## src/rtl/shared_bus_master.sv

```systemverilog
module shared_bus_master #(
  parameter int AW = 16,
  parameter int DW = 32,
  parameter int NSLOT = 4,
  parameter int TIMEOUT = 16,
  parameter logic [NSLOT*AW-1:0] SLOT_LO = {16'h8000, 16'h2000, 16'h1000, 16'h0000},
  parameter logic [NSLOT*AW-1:0] SLOT_HI = {16'h8003, 16'h2FFF, 16'h10FF, 16'h00FF}
) (
  input  logic             clk,
  input  logic             rst_n,
  input  logic             req_valid,
  input  logic             req_write,
  input  logic [AW-1:0]    req_addr,
  input  logic [DW-1:0]    req_wdata,
  output logic             req_ready,
  output logic             done,
  output logic             err,
  output logic [DW-1:0]    rdata,
  output logic [AW-1:0]    bus_addr,
  output logic [DW-1:0]    bus_wdata,
  output logic [1:0]       bus_ctrl,
  output logic [NSLOT-1:0] bus_sel,
  input  logic             bus_ack,
  input  logic [DW-1:0]    bus_rdata
);
  localparam int CW = $clog2(TIMEOUT + 1);
  localparam logic [1:0] CTL_IDLE  = 2'b00;
  localparam logic [1:0] CTL_FETCH = 2'b01;
  localparam logic [1:0] CTL_STORE = 2'b10;
  localparam logic [CW-1:0] LAST = CW'(TIMEOUT - 1);

  logic          busy, is_store;
  logic [AW-1:0] addr_q;
  logic [DW-1:0] wdata_q;
  logic [CW-1:0] cnt;
  logic [NSLOT-1:0] hit;

  assign req_ready = !busy;
  assign bus_ctrl  = !busy ? CTL_IDLE : (is_store ? CTL_STORE : CTL_FETCH);
  assign bus_addr  = busy ? addr_q : '0;
  assign bus_wdata = (busy && is_store) ? wdata_q : '0;

  for (genvar g = 0; g < NSLOT; g++) begin : g_dec
    assign hit[g] = busy && (addr_q >= SLOT_LO[g*AW +: AW]) && (addr_q <= SLOT_HI[g*AW +: AW]);
  end

  assign bus_sel = hit & ~(hit - NSLOT'(1));

  always_ff @(posedge clk) begin
    if (!rst_n) begin
      busy     <= 1'b0;
      is_store <= 1'b0;
      addr_q   <= '0;
      wdata_q  <= '0;
      cnt      <= '0;
      done     <= 1'b0;
      err      <= 1'b0;
      rdata    <= '0;
    end else begin
      done <= 1'b0;
      err  <= 1'b0;
      if (!busy) begin
        if (req_valid) begin
          busy     <= 1'b1;
          is_store <= req_write;
          addr_q   <= req_addr;
          wdata_q  <= req_wdata;
          cnt      <= '0;
        end
      end else if (bus_ack) begin
        busy  <= 1'b0;
        done  <= 1'b1;
        rdata <= is_store ? '0 : bus_rdata;
      end else if (cnt == LAST) begin
        busy  <= 1'b0;
        done  <= 1'b1;
        err   <= 1'b1;
        rdata <= '0;
      end else begin
        cnt <= cnt + CW'(1);
      end
    end
  end
endmodule

```

## config.mk

```make
export PLATFORM = sky130hd
export DESIGN_NAME = shared_bus_master
export DESIGN_NICKNAME = d
export VERILOG_FILES = /design/src/rtl/shared_bus_master.sv
export SDC_FILE = /design/constraint.sdc
export NUM_CORES = 1
export LEC_CHECK = 0
export BUFFER_PORTS_ARGS = -buffer_cell sky130_fd_sc_hd__buf_2
export CAP_MARGIN = 30
export CORE_ASPECT_RATIO = 1.1
export CORE_UTILIZATION = 36
export DETAILED_ROUTE_END_ITERATION = 8
export PLACE_DENSITY_LB_ADDON = 0.2
export SYNTH_ARGS = -nofsm -noshare
export SYNTH_HDL_FRONTEND = slang
export SYNTH_SLANG_ARGS = --single-unit
```

## constraint.sdc

```tcl
create_clock -name clk -period 4.9 [get_ports clk]
set_input_delay 0.49 -clock clk [delete_from_list [all_inputs] [get_ports clk]]
set_output_delay 0.49 -clock clk [all_outputs]
set_load 0.01 [all_outputs]
```

==> results <==
- Clock-pin slew was measured on the worst setup and hold paths at 0.09 ns.
- The largest net degree at the start of global routing is 61.
- At the end of the flow the core is filled with cells to 50.0%.
- The initial core utilization is 37.8%.
- Power comes to 1.48 mW.
- Synthesis produced a netlist with a net count of 481.
- Setup violations remaining at the end of the flow were counted as 0.
- The number of post-CTS setup repair buffers is 0.
- The clock skew after layout is 0.00873 ns.
- 174 I/O pins were placed.
- The worst-case headroom to the max-slew limit is 55.5%.
- The die area is 10,400 um^2.
- The length of the first detailed-routing pass in iterations is 4.
- Of all nets on the critical path, the largest fanout is 41.
- The fraction of layout cells with a size suffix above 1 is 36.6%.
- The first routing iteration left 96 violations.
- Summed over its instances, the top area cell type makes up 49.4% of the synthesized netlist area.
- In the global route stage, overall resource usage came out at 17.3%.
- The flow ran to the end, and the final reports show no timing, DRC or antenna violations.
- The path class of the lowest-slack min-delay path is in -> reg.
- The layout overhead on the synthesized area is 32.3%.
- The area used by multi-input combinational logic is 1630 um^2.
- The reg-to-reg critical path endpoint is rdata[21].
- After legalization and detailed placement, the total HPWL measured 6450 um.
- The startpoint of the worst-slack reg-to-reg timing path is busy.
- The CTS tree is yes.
- Setup slack closes at 2.13 ns.
- For the pin with the worst max-slew slack, the measured transition is 0.667 ns.
- Data on the critical path arrives at its endpoint at 2.28 ns.
- The repair_antennas step left the layout with diodes totalling 0.
- The cell count of the worst hold path is 2.
- Among all flip-flop cells after synthesis, the most frequent one is sky130_fd_sc_hd__dfxtp_1.
- In the synthesized netlist the async set-or-reset flop fraction comes to 0%.
- For this run, design rule violations remaining after detail routing come to 0.
- The insertion delay to the later sink of the worst-skew pair is 0.34 ns.
- The total count of hold-check failures in the final report came to 0.
- The post-route cell area is 4770 um^2.
- The detail route stage leaves a number of antenna-violating nets equal to 0.
- For hold timing, the worst endpoint is rdata[16].
- The placed instances occupy a cell area of 4550 um^2.
- At the end of routability-driven placement, the weighted congestion stood at 0.738.
- The depth of the worst register-to-register path is 5.
- Setup repair after global routing left no endpoint under its margin.
- For this design, the CTS-stage hold fixing added 0 buffers.
- In this run the horizontal extent of the chip is 97.4 um.
- Measured along the y axis, the die boundary spans 107 um.
- The average via count per standard cell is 4.90.
- After routing, the total negative slack on setup checks comes to 0 ns.
- During synthesis, Yosys emitted a total of 0 warnings.
- The final layout contains 639 nets.
- The maximum cell stage delay along the critical path is 0.61 ns.
- The average wire length per cell after detail routing is 13.5 um.
- The highest attainable clock frequency is 0.362 GHz.
- The source of the worst hold timing path is bus_rdata[16].
- The first global-routing pass estimated 14,800 um of wire.
- Detailed routing inserted a total of 3,302 vias.
- The minimum period implied by the final worst setup slack is 2.77 ns.
- The start-to-end type of the worst setup path is reg -> out.
- The H-tree depth reported by CTS is 3.
- The worst setup slack for register-to-register paths is 2.78 ns.
- The routed design has 9090 um of wire.
- The core area is 9540 um^2.
- Once the clock tree was built, the resizer swapped 0 gates to a different size.
- STA classifies the critical path endpoint as a primary output.
- The root buffer selected by CTS is sky130_fd_sc_hd__clkbuf_8.
- The number of standard-cell rows in the floorplan is 37.
- The worst setup path is launched from a flop.
- The initial antenna violation count is 0.
- The register bit total from synthesis is 89.
- The total overflow left after global routing is 0.
- The sequential-to-total area share from yosys stat is 49.4%.
- After synthesis, the mean cell area works out to 9.15 um^2.
- Synthesis instantiated 32 different standard cells from the library.
- By area the synthesized netlist is led by sky130_fd_sc_hd__dfxtp_1 49%, sky130_fd_sc_hd__a21boi_1 11%, sky130_fd_sc_hd__nand2_1 11%, sky130_fd_sc_hd__a22o_1 7.8%, sky130_fd_sc_hd__and3_1 5.7%.
- The number of input and output port buffers inserted is 173.
- The highest ir drop seen on vdd is 0.159 mV.
- In this run, synthesis inferred 0 flip-flops with an integrated enable.
- Summed over all cells, the static leakage comes to 2.44 nW.
- Timing analysis after detailed placement gives a worst setup slack of 2.47 ns.
- Max-cap violations in this run came to 0.
- The cell area that synthesis handed to floorplanning was 3600 um^2.
- Counting the buffers created by CTS gives 9.
- The largest buffer count on any clock path is 2.
- The slowest stage of the critical path is the sky130_fd_sc_hd__dfxtp_1 cell.
- The number of pins with negative max-slew slack in the final report is 0.
- For this design, the sink count on the clock tree is 89.
- For the worst setup path, the data required time is 4.41 ns.
- Walking the worst path, the cells encountered are buf_4, inv_2, or3_4, nor4_2, buf_2.
- Synthesis produced a netlist whose cell count is 394.
- Of the available clock period, the critical path in the final layout requires 56.5%.
- The number of inserted filler cells in the final layout is 930.
- The power density over cell area is 310 nW/um^2.
- The cell type with the highest aggregate area in the netlist is sky130_fd_sc_hd__dfxtp_1.
- The number of global-route vias before repair came to 3,074.
- The sequential cells in the finished layout cover a total of 1780 um^2.
==> critical path, delay by kind of cell, from the launching register on <==
| family | cells | cell delay [ns] |
|---|---|---|
| buf+inv | 3 | 0.69 |
| flops | 1 | 0.61 |
| simple gates | 2 | 0.64 |
==> synthesized netlist by cell type (all sizes together), types with 2 or more instances <==
cell    number
and3        33
nand4        2
nor3b        4
nand2      103
dfxtp       89
inv          2
mux2i        2
buf         21
ha           2
nor2         5
nand2b       3
nor3         3
clkbuf      12
or3          2
a22o        32
nand3        3
o21a         2
a21boi      51
and2        17
==> final cells by class <==
class	count	share of cell area [%]
flip-flops and latches	89	37.4
multi-input cells	270	34.2
repair buffers	180	20.7
clock buffers	11	3.18
well taps	117	3.07
clock inverters	5	1.31
inverters	2	0.157
==> report_power, final <==
part           internal [mW]  total (mW)  switching (mW)
registers              0.757       0.779          0.0217
clock network          0.266       0.523           0.257
logic                 0.0817       0.174          0.0923
total                   1.11        1.48           0.371
==> layer usage <==
metal,GRT usage (%),share of wire [%],wire length [um],vias up
li1,-,-,-,1651
met1,22.5,46,4190,1530
met2,28.3,47,4240,112
met3,4.24,6.1,556,9
met4,5.36,1.1,99,0
met5,0,0,0,-
==> cell families (layout without fill, tap and decap cells) <==
group | Yosys count | count (layout) | share of synthesized area [%]
buffers and inverters | 35 | 198 | 5.55
and+or+nand+nor | 181 | 181 | 25.0
DFF | 89 | 89 | 49.4
muxes | 2 | 2 | 0.555
adders and majority gates | 2 | 2 | 0.694
AOI/OAI and AO/OA | 85 | 85 | 18.8
==> cells in the final DEF, fill, tap and decap left out, types with 2 or more instances in the layout <==
master                       instances
sky130_fd_sc_hd__and3_1             33
sky130_fd_sc_hd__clkbuf_8           11
sky130_fd_sc_hd__buf_2             173
sky130_fd_sc_hd__nand2_1           102
sky130_fd_sc_hd__buf_8               2
sky130_fd_sc_hd__a21boi_1           51
sky130_fd_sc_hd__mux2i_1             2
sky130_fd_sc_hd__buf_16              2
sky130_fd_sc_hd__nand3_1             3
sky130_fd_sc_hd__nand4_1             2
sky130_fd_sc_hd__nand2b_1            2
sky130_fd_sc_hd__buf_4               2
sky130_fd_sc_hd__o21a_1              2
sky130_fd_sc_hd__and2_1             17
sky130_fd_sc_hd__ha_1                2
sky130_fd_sc_hd__nor2_1              5
sky130_fd_sc_hd__a22o_1             32
sky130_fd_sc_hd__dfxtp_1            89
sky130_fd_sc_hd__clkinvlp_4          2
sky130_fd_sc_hd__nor3b_1             2
sky130_fd_sc_hd__nor3_1              3
==> registers in the layout (all words and copies together) (netlist names) <==
register / count
addr_q: 16
rdata: 32
err: 1
busy: 1
wdata_q: 32
is_store: 1
done: 1
cnt: 5
==> per-stage QoR <==
| step | std cells | hold slack [ns] |
|---|---|---|
| after CTS | 674 | 0.340 |
| final | 674 | 0.350 |
| after floorplan | 394 | 0.430 |
| after global routing | 674 | 0.335 |
| after global placement | 653 | 0.437 |
| after detailed placement | 658 | 0.440 |
==> how the worst max path moves through the flow <==
stage | endpoint | depth (start not counted) | start | slack (ns)
6_report | bus_sel[3] | 5 | busy | 2.13
5_1_grt | bus_sel[3] | 5 | busy | 1.98
3_3_place_gp | rdata[2] | 5 | rst_n | 2.43
3_5_place_dp | bus_sel[3] | 5 | busy | 2.47
4_1_cts | bus_sel[3] | 5 | busy | 2.10
2_1_floorplan | bus_sel[3] | 4 | busy | 3.22
Note: power is estimated with default switching activity, not from simulation.
